File: config.mk
export PLATFORM = sky130hd
export DESIGN_NAME = msi_requester
export DESIGN_NICKNAME = d
export VERILOG_FILES = /design/src/rtl/msi_pkg.sv /design/src/rtl/msi_cfg_regs.sv /design/src/rtl/msi_vec_state.sv /design/src/rtl/msi_pick.sv /design/src/rtl/msi_requester.sv
export SDC_FILE = /design/constraint.sdc
export NUM_CORES = 1
export LEC_CHECK = 0
export BUFFER_PORTS_ARGS = -buffer_cell sky130_fd_sc_hd__buf_2
export CORE_MARGIN = 5
export CORE_UTILIZATION = 30
export DETAILED_ROUTE_END_ITERATION = 16
export PLACE_DENSITY_LB_ADDON = 0.25
export SYNTH_ARGS = -nofsm -noshare
export SYNTH_HDL_FRONTEND = slang
export SYNTH_HIERARCHICAL = 1
export SYNTH_SLANG_ARGS = --single-unit
File: constraint.sdc
create_clock -name clk -period 3.75 [get_ports clk]
set_input_delay 0.5625 -clock clk [delete_from_list [all_inputs] [get_ports clk]]
set_output_delay 0.5625 -clock clk [all_outputs]
set_load 0.05 [all_outputs]
File: src/rtl/msi_pkg.sv
package msi_pkg;
  // Configuration field select codes
  typedef enum logic [2:0] {
    SEL_ADDR_LO = 3'd0,
    SEL_ADDR_HI = 3'd1,
    SEL_DATA    = 3'd2,
    SEL_CTRL    = 3'd3,
    SEL_MASK    = 3'd4
  } cfg_sel_e;

  localparam int CTRL_EN_BIT = 0;
  localparam int CTRL_K_LSB  = 4;
  localparam int CTRL_K_W    = 3;
endpackage

File: src/rtl/msi_cfg_regs.sv
module msi_cfg_regs
  import msi_pkg::*;
#(
  parameter int NUM_VEC = 32,
  parameter int ADDR_W  = 64,
  parameter int DATA_W  = 16,
  parameter int KW      = 3
) (
  input  logic               clk,
  input  logic               rst_n,
  input  logic               cfg_we,
  input  logic [2:0]         cfg_sel,
  input  logic [31:0]        cfg_wdata,
  output logic               en_q,
  output logic [KW-1:0]      k_q,
  output logic [ADDR_W-1:0]  addr_q,
  output logic [DATA_W-1:0]  data_q,
  output logic [NUM_VEC-1:0] mask_q
);
  localparam int LOG2 = $clog2(NUM_VEC);
  localparam int HI_W = ADDR_W - 32;

  logic [31:0]        lo_q, lo_d;
  logic [HI_W-1:0]    hi_q, hi_d;
  logic [DATA_W-1:0]  data_d;
  logic [NUM_VEC-1:0] mask_d;
  logic               en_d;
  logic [KW-1:0]      k_d;
  logic               we_lo, we_hi, we_data, we_ctrl, we_mask;
  logic [CTRL_K_W-1:0] k_raw;

  always_comb begin
    we_lo   = cfg_we && (cfg_sel == SEL_ADDR_LO);
    we_hi   = cfg_we && (cfg_sel == SEL_ADDR_HI);
    we_data = cfg_we && (cfg_sel == SEL_DATA);
    we_ctrl = cfg_we && (cfg_sel == SEL_CTRL);
    we_mask = cfg_we && (cfg_sel == SEL_MASK);
    k_raw   = cfg_wdata[CTRL_K_LSB +: CTRL_K_W];
    lo_d    = {cfg_wdata[31:2], 2'b00};
    hi_d    = cfg_wdata[HI_W-1:0];
    data_d  = cfg_wdata[DATA_W-1:0];
    mask_d  = cfg_wdata[NUM_VEC-1:0];
    en_d    = cfg_wdata[CTRL_EN_BIT];
    if (int'(k_raw) > LOG2) k_d = KW'(LOG2);
    else                    k_d = KW'(k_raw);
  end

  always_ff @(posedge clk or negedge rst_n) begin
    if (!rst_n) begin
      lo_q   <= '0;
      hi_q   <= '0;
      data_q <= '0;
      mask_q <= '0;
      en_q   <= 1'b0;
      k_q    <= '0;
    end else begin
      if (we_lo)   lo_q   <= lo_d;
      if (we_hi)   hi_q   <= hi_d;
      if (we_data) data_q <= data_d;
      if (we_mask) mask_q <= mask_d;
      if (we_ctrl) begin
        en_q <= en_d;
        k_q  <= k_d;
      end
    end
  end

  assign addr_q = {hi_q, lo_q};
endmodule

File: src/rtl/msi_vec_state.sv
module msi_vec_state #(
  parameter int NUM_VEC = 32,
  parameter int KW      = 3
) (
  input  logic               clk,
  input  logic               rst_n,
  input  logic [NUM_VEC-1:0] src_i,
  input  logic [KW-1:0]      k_q,
  input  logic [NUM_VEC-1:0] clr_oh,
  output logic [NUM_VEC-1:0] alloc,
  output logic [NUM_VEC-1:0] pend_q
);
  logic [NUM_VEC-1:0] src_q;
  logic [NUM_VEC-1:0] rise;
  logic [NUM_VEC-1:0] pend_d;

  for (genvar n = 0; n < NUM_VEC; n++) begin : g_vec
    // vector n belongs to the allocation when n < 2^k
    assign alloc[n]  = ((32'(n) >> k_q) == 32'd0);
    assign rise[n]   = src_i[n] & ~src_q[n] & alloc[n];
    // a fresh edge wins over a clear in the same cycle
    assign pend_d[n] = (pend_q[n] & ~clr_oh[n]) | rise[n];
  end

  always_ff @(posedge clk or negedge rst_n) begin
    if (!rst_n) begin
      src_q  <= '0;
      pend_q <= '0;
    end else begin
      src_q  <= src_i;
      pend_q <= pend_d;
    end
  end
endmodule

File: src/rtl/msi_pick.sv
module msi_pick #(
  parameter int NUM_VEC = 32,
  parameter int IW      = 5
) (
  input  logic [NUM_VEC-1:0] cand,
  output logic               found,
  output logic [IW-1:0]      idx,
  output logic [NUM_VEC-1:0] onehot
);
  always_comb begin
    found  = |cand;
    onehot = cand & (~cand + NUM_VEC'(1));
    idx    = '0;
    for (int n = NUM_VEC - 1; n >= 0; n--) begin
      if (cand[n]) idx = IW'(n);
    end
  end
endmodule

File: src/rtl/msi_requester.sv
module msi_requester #(
  parameter int NUM_VEC = 32,
  parameter int ADDR_W  = 64,
  parameter int DATA_W  = 16
) (
  input  logic               clk,
  input  logic               rst_n,
  input  logic [NUM_VEC-1:0] src_i,
  input  logic               cfg_we,
  input  logic [2:0]         cfg_sel,
  input  logic [31:0]        cfg_wdata,
  output logic               req_valid,
  input  logic               req_ready,
  output logic [ADDR_W-1:0]  req_addr,
  output logic [DATA_W-1:0]  req_data,
  output logic [NUM_VEC-1:0] pend_o
);
  localparam int LOG2 = $clog2(NUM_VEC);
  localparam int KW   = (LOG2 > 0) ? $clog2(LOG2 + 1) : 1;
  localparam int IW   = (LOG2 > 0) ? LOG2 : 1;

  logic               en_q;
  logic [KW-1:0]      k_q;
  logic [ADDR_W-1:0]  addr_q;
  logic [DATA_W-1:0]  data_q;
  logic [NUM_VEC-1:0] mask_q;
  logic [NUM_VEC-1:0] alloc;
  logic [NUM_VEC-1:0] pend_q;
  logic [NUM_VEC-1:0] clr_oh;
  logic [NUM_VEC-1:0] cand;
  logic [NUM_VEC-1:0] sel_oh;
  logic [NUM_VEC-1:0] fly_oh;
  logic [IW-1:0]      sel_idx;
  logic               found;
  logic               accept;
  logic               launch;
  logic               valid_d;
  logic [DATA_W-1:0]  low_m;
  logic [DATA_W-1:0]  msg_d;
  logic [NUM_VEC-1:0] vec_oh_q;

  msi_cfg_regs #(
    .NUM_VEC(NUM_VEC), .ADDR_W(ADDR_W), .DATA_W(DATA_W), .KW(KW)
  ) u_cfg (
    .clk(clk), .rst_n(rst_n), .cfg_we(cfg_we), .cfg_sel(cfg_sel),
    .cfg_wdata(cfg_wdata), .en_q(en_q), .k_q(k_q), .addr_q(addr_q),
    .data_q(data_q), .mask_q(mask_q)
  );

  msi_vec_state #(.NUM_VEC(NUM_VEC), .KW(KW)) u_vec (
    .clk(clk), .rst_n(rst_n), .src_i(src_i), .k_q(k_q),
    .clr_oh(clr_oh), .alloc(alloc), .pend_q(pend_q)
  );

  msi_pick #(.NUM_VEC(NUM_VEC), .IW(IW)) u_pick (
    .cand(cand), .found(found), .idx(sel_idx), .onehot(sel_oh)
  );

  // next-state logic for the request register
  always_comb begin
    accept  = req_valid & req_ready;
    fly_oh  = req_valid ? vec_oh_q : '0;
    clr_oh  = accept ? vec_oh_q : '0;
    // the vector in flight is never picked again until its pending bit is rebuilt
    cand    = pend_q & ~mask_q & alloc & {NUM_VEC{en_q}} & ~fly_oh;
    launch  = found & (~req_valid | accept);
    valid_d = launch | (req_valid & ~accept);
    low_m   = (DATA_W'(1) << k_q) - DATA_W'(1);
    msg_d   = (data_q & ~low_m) | DATA_W'(sel_idx);
  end

  always_ff @(posedge clk or negedge rst_n) begin
    if (!rst_n) begin
      req_valid <= 1'b0;
      req_addr  <= '0;
      req_data  <= '0;
      vec_oh_q  <= '0;
    end else begin
      req_valid <= valid_d;
      if (launch) begin
        req_addr <= addr_q;
        req_data <= msg_d;
        vec_oh_q <= sel_oh;
      end
    end
  end

  assign pend_o = pend_q;
endmodule

# After elaboration in Yosys (flattened, before gate mapping)
# Cells that the tools add are included.
[classes]
n_addsub = 2
n_lt_le_gt_ge = 1
n_eq_ne = 4
shifts = 33
muxes = 35
bitwise = 210
reduce_logical = 39
[ops]
columns = ["cell", "n"]
rows = [
  ["logical NOT 32 bit", 32],
  ["right shift 5 x 3 -> 32 bit, first input constant", 16],
  ["right shift 4 x 3 -> 32 bit, first input constant", 8],
  ["bitwise AND 32 bit", 5],
  ["two-way mux 5 bit", 32],
  ["right shift 3 x 3 -> 32 bit, first input constant", 4],
  ["bitwise AND 1 bit", 99],
  ["NOT 32 bit", 3],
  ["NOT 1 bit", 66],
  ["two-way mux 32 bit", 2],
  ["right shift 1 x 3 -> 32 bit, first input constant", 2],
  ["right shift 2 x 3 -> 32 bit, first input constant", 2],
  ["bitwise OR 1 bit", 34],
  ["adder 32 x 1 -> 32 bit, second input constant", 1],
  ["OR reduction 32 bit", 1],
  ["bitwise AND 16 bit", 1],
  ["NOT 16 bit", 1],
  ["bitwise OR 16 x 5 -> 16 bit", 1],
  ["left shift 1 x 3 -> 16 bit, first input constant", 1],
  ["subtractor 16 x 2 -> 16 bit, second input constant", 1],
  ["== test 3 x 2 -> 1 bit, second input constant", 2],
  ["logical AND 1 bit", 5],
  ["== test 3 x 1 -> 1 bit, second input constant", 1],
  ["== test 3 bit, second input constant", 1],
  ["other kinds (3)", 3],
]
[totals]
register_bits = 289
wordCells = 336

# Depth between registers and ports, before layout
# Gate-level depths: netlist (run 1).
[depth]
depth_word = 38
ltp_mapped = 20

# Hierarchy
# Netlist (run 1), hierarchy kept.
[by_module_without_submodules]
columns = ["module", "n_inst", "cells_per_inst", "area_per_inst_um2"]
rows = [
  ["msi_requester", 1, 376, 5178.7],
  ["msi_cfg_regs", 1, 252, 4494.3],
  ["msi_vec_state", 1, 221, 2494.9],
  ["msi_pick", 1, 114, 737.0],
]

# Worst setup path before layout (run 1)
# OpenSTA, ideal clock, no wires.
[synth_path]
path_kind = "register to register"
start = "reg u_cfg.k_q[1]"
end = "reg req_addr[10]"
setup_time_ps = 125
t_arrival_ps = 3747
t_required_ps = 3625
path_slack_ps = -122
stages_incl_launch_ff = 20
n_path_buf = 6
synth_period_minus_slack_ps = 3872
path_cell_list = "dfrtp_1 > buf_2 > inv_1 > ha_1 > nor4_4 > o22ai_1 > inv_1 > buf_4 > nand4b_1 > a21oi_1 > or4_4 > and3b_2 > and3_1 > nand3_1 > clkbuf_1 > and2_4 > buf_6 > buf_6 > buf_6 > mux2_4"
[synth_via]
elab_chain_cells = 7
elab_cells_between_ends = 69
classes_between = "shift: 32; bitwise: 4; reduce/logical: 33"
[synth_lines]
columns = ["element", "line_no", "text"]
rows = [
  ["start, declared", "msi_cfg_regs.sv:15", "output logic [KW-1:0] k_q,"],
  ["start signal, assigned", "msi_cfg_regs.sv:63", "k_q <= k_d;"],
  ["right shift 5 x 3 -> 32 bit", "msi_vec_state.sv:19", "assign alloc[n] = ((32'(n) >> k_q) == 32'd0);"],
  ["logical NOT 32 bit", "msi_vec_state.sv:19", ""],
  ["named net alloc[18]", "msi_requester.sv:27", "logic [NUM_VEC-1:0] alloc;"],
  ["bitwise AND 32 bit (3 in series)", "msi_requester.sv:65", "cand = pend_q & ~mask_q & alloc & {NUM_VEC{en_q}} & ~fly_oh;"],
  ["OR reduction 32 bit", "msi_pick.sv:11", "found = |cand;"],
  ["named net found", "msi_requester.sv:34", "logic found;"],
  ["bitwise AND 1 bit", "msi_requester.sv:66", "launch = found & (~req_valid | accept);"],
  ["end signal, assigned", "msi_requester.sv:81", "req_addr <= addr_q;"],
  ["end, declared", "msi_requester.sv:14", "output logic [ADDR_W-1:0] req_addr,"],
]
# The timed path passes the listed nets, and every way through them passes these cells.
# A chain may end at the register's enable or synchronous reset.

# Worst setup path after layout (run 1)
[layout_path]
start = "reg u_cfg.k_q[1]"
end = "reg req_addr[5]"
# The elaborated chain is that of the path after synthesis.

==> results.toml, run 1 <==
[global_route]
grt_first_pass_wirelength_um = 54370
grt_overflow = 0
antenna_found_initial = 1
grt_pass1_vias = 8945
grt_start_max_net_pins = 93
track_usage_pct = 14.67

[cts]
cts_hold_buffers = 0
root_buffer = "clkbuf_16"
clockBufferDepth = 3
cts.clk_slew.worst_paths_ps = 60
cts_sinks = 291
insertion_delay_ps = 530
cts_max_level = 2
cts_made_buffers = 35
cts_tree = "built"

[timing]
fin_tns_setup_ps = 0
hold_viol = 0
setup_viol = 0
fin_crit_sh_pct = 94.22
fmax_mhz = 283.0
finalCriticalPeriod_ps = 3533
rsz0062_at_grt = "false"
fin_worst_skew_ps = 23.19
slew_violations = 0
worst_slew_pin_slew_ps = 752.2
slew_headroom_pct = 49.85

[drt]
ant_nets = 0
drt-vias-per-instance = 4.706
dr.pass1.iters = 4
drc = 0
finalWirelength_um = 34590
drt_iter0_drc = 320
wire_per_inst_um = 19.67
via_count = 8273

[cells_and_area]
mostFrequentLayoutCells = "290 x dfrtp_1, 182 x buf_2, 131 x mux2_2, 87 x inv_1, 83 x mux2_4"
fin_nets = 1267
layout_commonest_cell = "dfrtp_1"
drive_gt1_share_pct = 44.72
num_antenna_cells = 0
fin_util_pct = 37.29
area_delta_synth_final_pct = 23.64
design_area_um2 = 15960

[yosys]
yosysSeqAreaShare_pct = 56.43
synth_edf_count = 0
synth_area_leaders = "dfrtp_1 56%, mux2_2 11%, mux2_4 9.7%"
syn_inst = 963
synthFlopType = "dfrtp_1"
ys_warn_count = 6
ys_types = 62
synthesis.area_um2 = 12900
synth_top_area_share_pct = 56.43
syn_avg_cell_area_um2 = 13.40
synth.ff_latch_count = 291
synth.largest_area_cell = "dfrtp_1"
ys_async_sr_fraction_pct = 100.0

[pwr]
ir_worst_vdd_v = 0.0004360
p_per_area_nw_per_um2 = 856.9
leakage_nw = 7.649

[hold_path]
min_path_type = "in2async"

[worst_setup_path]
crit_arrival_ps = 3940
worst_ep_required_time_ps = 4150
crit_fanout = 24
endpoint_kind = "register"
start_kind = "register"
criticalPathCategory = "reg2reg"

[run]
maxCapViolCount = 0

[die]
ios = 184
core-area_um2 = 42790
start_util_pct = 30.16
die_y_um = 217.4
die_w_um = 217.4
rows = 76
die-area_um2 = 47260

[placed_design]
io_buffers = 183
place_area_um2 = 14750
hpwl_um = 25200
place_congestion = 0.8165

[run_status]
status = "complete, no violations"
==> synthesized netlist by cell type, types with 4 or more instances <==
cell and n:
mux2_2 131, nor4b_2 5, a32o_1 8, nand2b_1 4
mux2_1 4, nor4_1 9, mux2_4 83, dfrtp_1 291
nor2b_1 8, a211oi_1 4, o21ai_0 8, nor2_1 22
nand4b_1 33, a21o_1 4, clkbuf_1 18, inv_1 88
nand2_1 14, ha_1 6, buf_2 11, nor3_1 7
and3_1 40, o32ai_1 18, a31oi_1 5, and2_1 5
buf_4 12, a21oi_1 51, nand3b_1 4, nor3b_1 4
buf_6 15
==> cell type report <==
type                            count  area [um^2]
Inverter                           90        337.8
Tap cell                          546        683.2
Clock inverter                     11        165.2
Fill cell                        4169        26840
Clock buffer                       48         1027
Timing Repair Buffer              245         1504
Multi-Input combinational cell    527         4955
Sequential cell                   291         7283
==> final timing paths <==
path / from / slack (ps) / cells after the start / endpoint
min: rst_n / 60 / 1 / u_cfg/lo_q[8]
min in group clk: src_i[15] / 150 / 1 / u_vec/src_q[15]
max in group asynchronous: rst_n / 2730 / 2 / u_cfg/hi_q[15]
max reg2reg: u_cfg/k_q[1] / 220 / 14 / req_addr[5]
min reg2reg: u_vec/src_q[0] / 410 / 1 / u_vec/pend_q[0]
max: u_cfg/k_q[1] / 220 / 14 / req_addr[5]
==> power by group <==
part	leakage [nW]	internal (mW)	switching, mW
registers	3.45	4.05	0.557
clock network	0.586	2.19	1.31
logic	3.61	1.87	3.69
==> worst max-delay path: stages, from the launching register on <==
cell and delay, ps:
dfrtp_1 410, inv_1 140, ha_2 240, nor4_4 60, o22ai_2 230, inv_1 90
nand4b_1 90, a21oi_1 80, or4_4 590, and3b_2 310, and3_1 190, nand3_1 150
and2_4 290, buf_12 190, mux2_4 310
==> repair_timing <==
item	in CTS	in global routing
endpoints found under the setup margin	0	9
gates resized for setup	0	1
setup buffers	0	2
==> layer usage <==
layer,GRT usage [%],part of all wire [%]
met1,19.33,45
met2,23.76,47
met3,4.521,5.7
met4,3.644,2.0
met5,0,0.058
==> metrics by stage <==
| stage | hold slack, ps | power, mW | std cells | setup WS, ps |
|---|---|---|---|---|
| 2_1_floorplan | 266.9 | 8.592 | 964 | 28.86 |
| 3_3_place_gp | 407.9 | 10.20 | 1697 | 281.8 |
| 3_5_place_dp | 408.7 | 10.27 | 1697 | 167.2 |
| 4_1_cts | 70.46 | 13.88 | 1756 | 152.1 |
| 5_1_grt | 98.44 | 14.40 | 1758 | 1.557 |
| 6_report | 56.55 | 13.67 | 1758 | 216.6 |
==> cells by family after synthesis <==
group | after synthesis | share of synthesized area [%]
AND/OR/NAND/NOR | 185 | 10.04
multiplexers | 220 | 21.59
buffers and inverters | 146 | 5.575
other | 2 | 0.05820
adder cells (fa/ha/maj) | 6 | 0.5817
flip-flops | 291 | 56.43
AO/OA/AOI/OAI | 113 | 5.720
==> sequential cells by signal, summed over array words and instances, names as in the netlist <==
name,count
u_cfg/mask_q,32
u_vec/src_q,32
vec_oh_q,32
req_valid,1
u_cfg/data_q,16
req_addr,64
u_cfg/hi_q,32
u_cfg/k_q,3
u_cfg/en_q,1
req_data,16
u_cfg/lo_q,30
u_vec/pend_q,32
(Power assumes the default switching activity.)
==> run 2, diff against run 1 <==
Clock period 3.75 ns to 3.9 ns, I/O delays scaled along.
==> results.toml, run 2 (same netlist as run 1, synthesis figures left out) <==
[global_route]
grt_overflow = 0
grt_start_max_net_pins = 101
antenna_found_initial = 0
grt_pass1_vias = 8941
grt_first_pass_wirelength_um = 53940
track_usage_pct = 14.61

[hold_path]
min_path_type = "in2async"

[timing]
fin_worst_skew_ps = 21.75
hold_ws_ps = 64.07
hold_viol = 0
slew_headroom_pct = 26.70
slew_violations = 0
fin_crit_sh_pct = 93.54
finalCriticalPeriod_ps = 3648
setup_viol = 0
fmax_mhz = 274.1
layout_setup_ws_ps = 251.9
worst_slew_pin_slew_ps = 1099

[drt]
dr.pass1.iters = 4
finalWirelength_um = 34280
drc = 0
drt_iter0_drc = 397
drt-vias-per-instance = 4.728
ant_nets = 0
wire_per_inst_um = 19.60
via_count = 8269

[die]
ios = 184
core-area_um2 = 42790
start_util_pct = 30.16
rows = 76
die_w_um = 217.4
die-area_um2 = 47260
die_y_um = 217.4

[pwr]
pwr-share-seq_pct = 34.5
netSwitchingFraction_pct = 41.44
leakage_nw = 7.526
power_frac_clock_pct = 24.4
p_total_mw = 12.84
p_per_area_nw_per_um2 = 817.1
combinationalPowerShare_pct = 41.1
ir_worst_vdd_v = 0.0004859
intPower_mw = 7.517
power.switching_mw = 5.321

[cells_and_area]
largest_register_ffs = 64
layout_commonest_cell = "dfrtp_1"
mostFrequentLayoutCells = "290 x dfrtp_1, 182 x buf_2, 131 x mux2_2, 88 x inv_1, 83 x mux2_4"
fin_nets = 1257
area_delta_synth_final_pct = 21.75
n_fill_cell = 4207
top_register = "req_addr"
fin_util_pct = 36.72
drive_gt1_share_pct = 43.47
num_antenna_cells = 0

[run]
maxCapViolCount = 0

[worst_setup_path]
criticalPathCategory = "reg2reg"
worst_ep_required_time_ps = 4310
crit_chain = "inv_1, ha_2, inv_2, nand2_2, inv_2, nor2_1, inv_1, nand4b_1, a21oi_1, or4_4, and3b_2, and3_1, nand3_1, and2_4, buf_12, mux2_4"
worst-path-buf-inv = 5
crit_arrival_ps = 4060
endpoint_kind = "register"
crit_fanout = 38
crit_path_start = "u_cfg/k_q[0]"
cp_top_family = "simple AND/OR/NAND/NOR gates"
cpMaxStageDelayCell = "or4_4"
start_kind = "register"
r2r_slack_ps = 250
r2r_cells = 16
timing.rr.end = "req_addr[16]"
reg2reg_from = "u_cfg/k_q[0]"
slowest_delay_ps = 540

[cts]
cts_tree = "built"
cts.clk_slew.worst_paths_ps = 60
cts.repair.resized = 0
cts_made_buffers = 36
cts_sinks = 291
cts_hold_buffers = 0
cts_setup_buffers = 0
insertion_delay_ps = 540
clockBufferDepth = 3
root_buffer = "clkbuf_16"
cts_max_level = 2

[run_status]
status = "complete, no violations"

[placed_design]
dp_slack_ps = 130.9
io_buffers = 183
place_congestion = 0.8142
hpwl_um = 24620
## run 2: layout make-up
class | count | area [um^2] | share of cell area, %
timing repair buffer | 234 | 1370 | 8.720
multi-input combinational | 527 | 4942 | 31.46
clock inverter | 8 | 78.83 | 0.5017
sequential | 291 | 7283 | 46.36
tap | 546 | 683.2 | 4.348
clock buffer | 53 | 1016 | 6.466
inverter | 90 | 337.8 | 2.150
## run 2: how the worst max path moves through the flow
stage,endpoint,slack [ps],depth (start not counted)
CTS,req_data[13],90,14
detailed placement,req_data[9],130,14
finish,req_addr[16],250,16
floorplan,req_addr[10],30,19
global placement,req_data[14],290,16
global route,req_addr[43],-7,14
## run 2: power groups by stage
stage / sequential [mW] / combinational (mW) / clock [mW]
3_5_place_dp: 4.49 / 5.32 / 0
6_report: 4.43 / 5.28 / 3.14
5_1_grt: 4.55 / 5.61 / 3.38
4_1_cts: 4.45 / 5.33 / 3.27
2_1_floorplan: 6.28 / 1.97 / 0
3_3_place_gp: 4.47 / 5.28 / 0
## run 2: metrics by stage
| stage | cells | setup TNS [ps] | cell area (um^2) |
|---|---|---|---|
| global route | 1749 | -36.94 | 15710 |
| CTS | 1749 | 0 | 15690 |
| finish | 1749 | 0 | 15710 |
| global placement | 1688 | 0 | 14590 |
| detailed placement | 1688 | 0 | 14590 |
| floorplan | 964 | 0 | 12910 |
## run 2: metal layers
metal / GRT usage [%] / vias to the layer above / part of all wire, %
met3: 4.076 / 40 / 5.9
met5: 0 / - / 0
met4: 3.750 / 0 / 1.9
met2: 23.11 / 181 / 46
li1: - / 3845 / -
met1: 19.94 / 4203 / 46
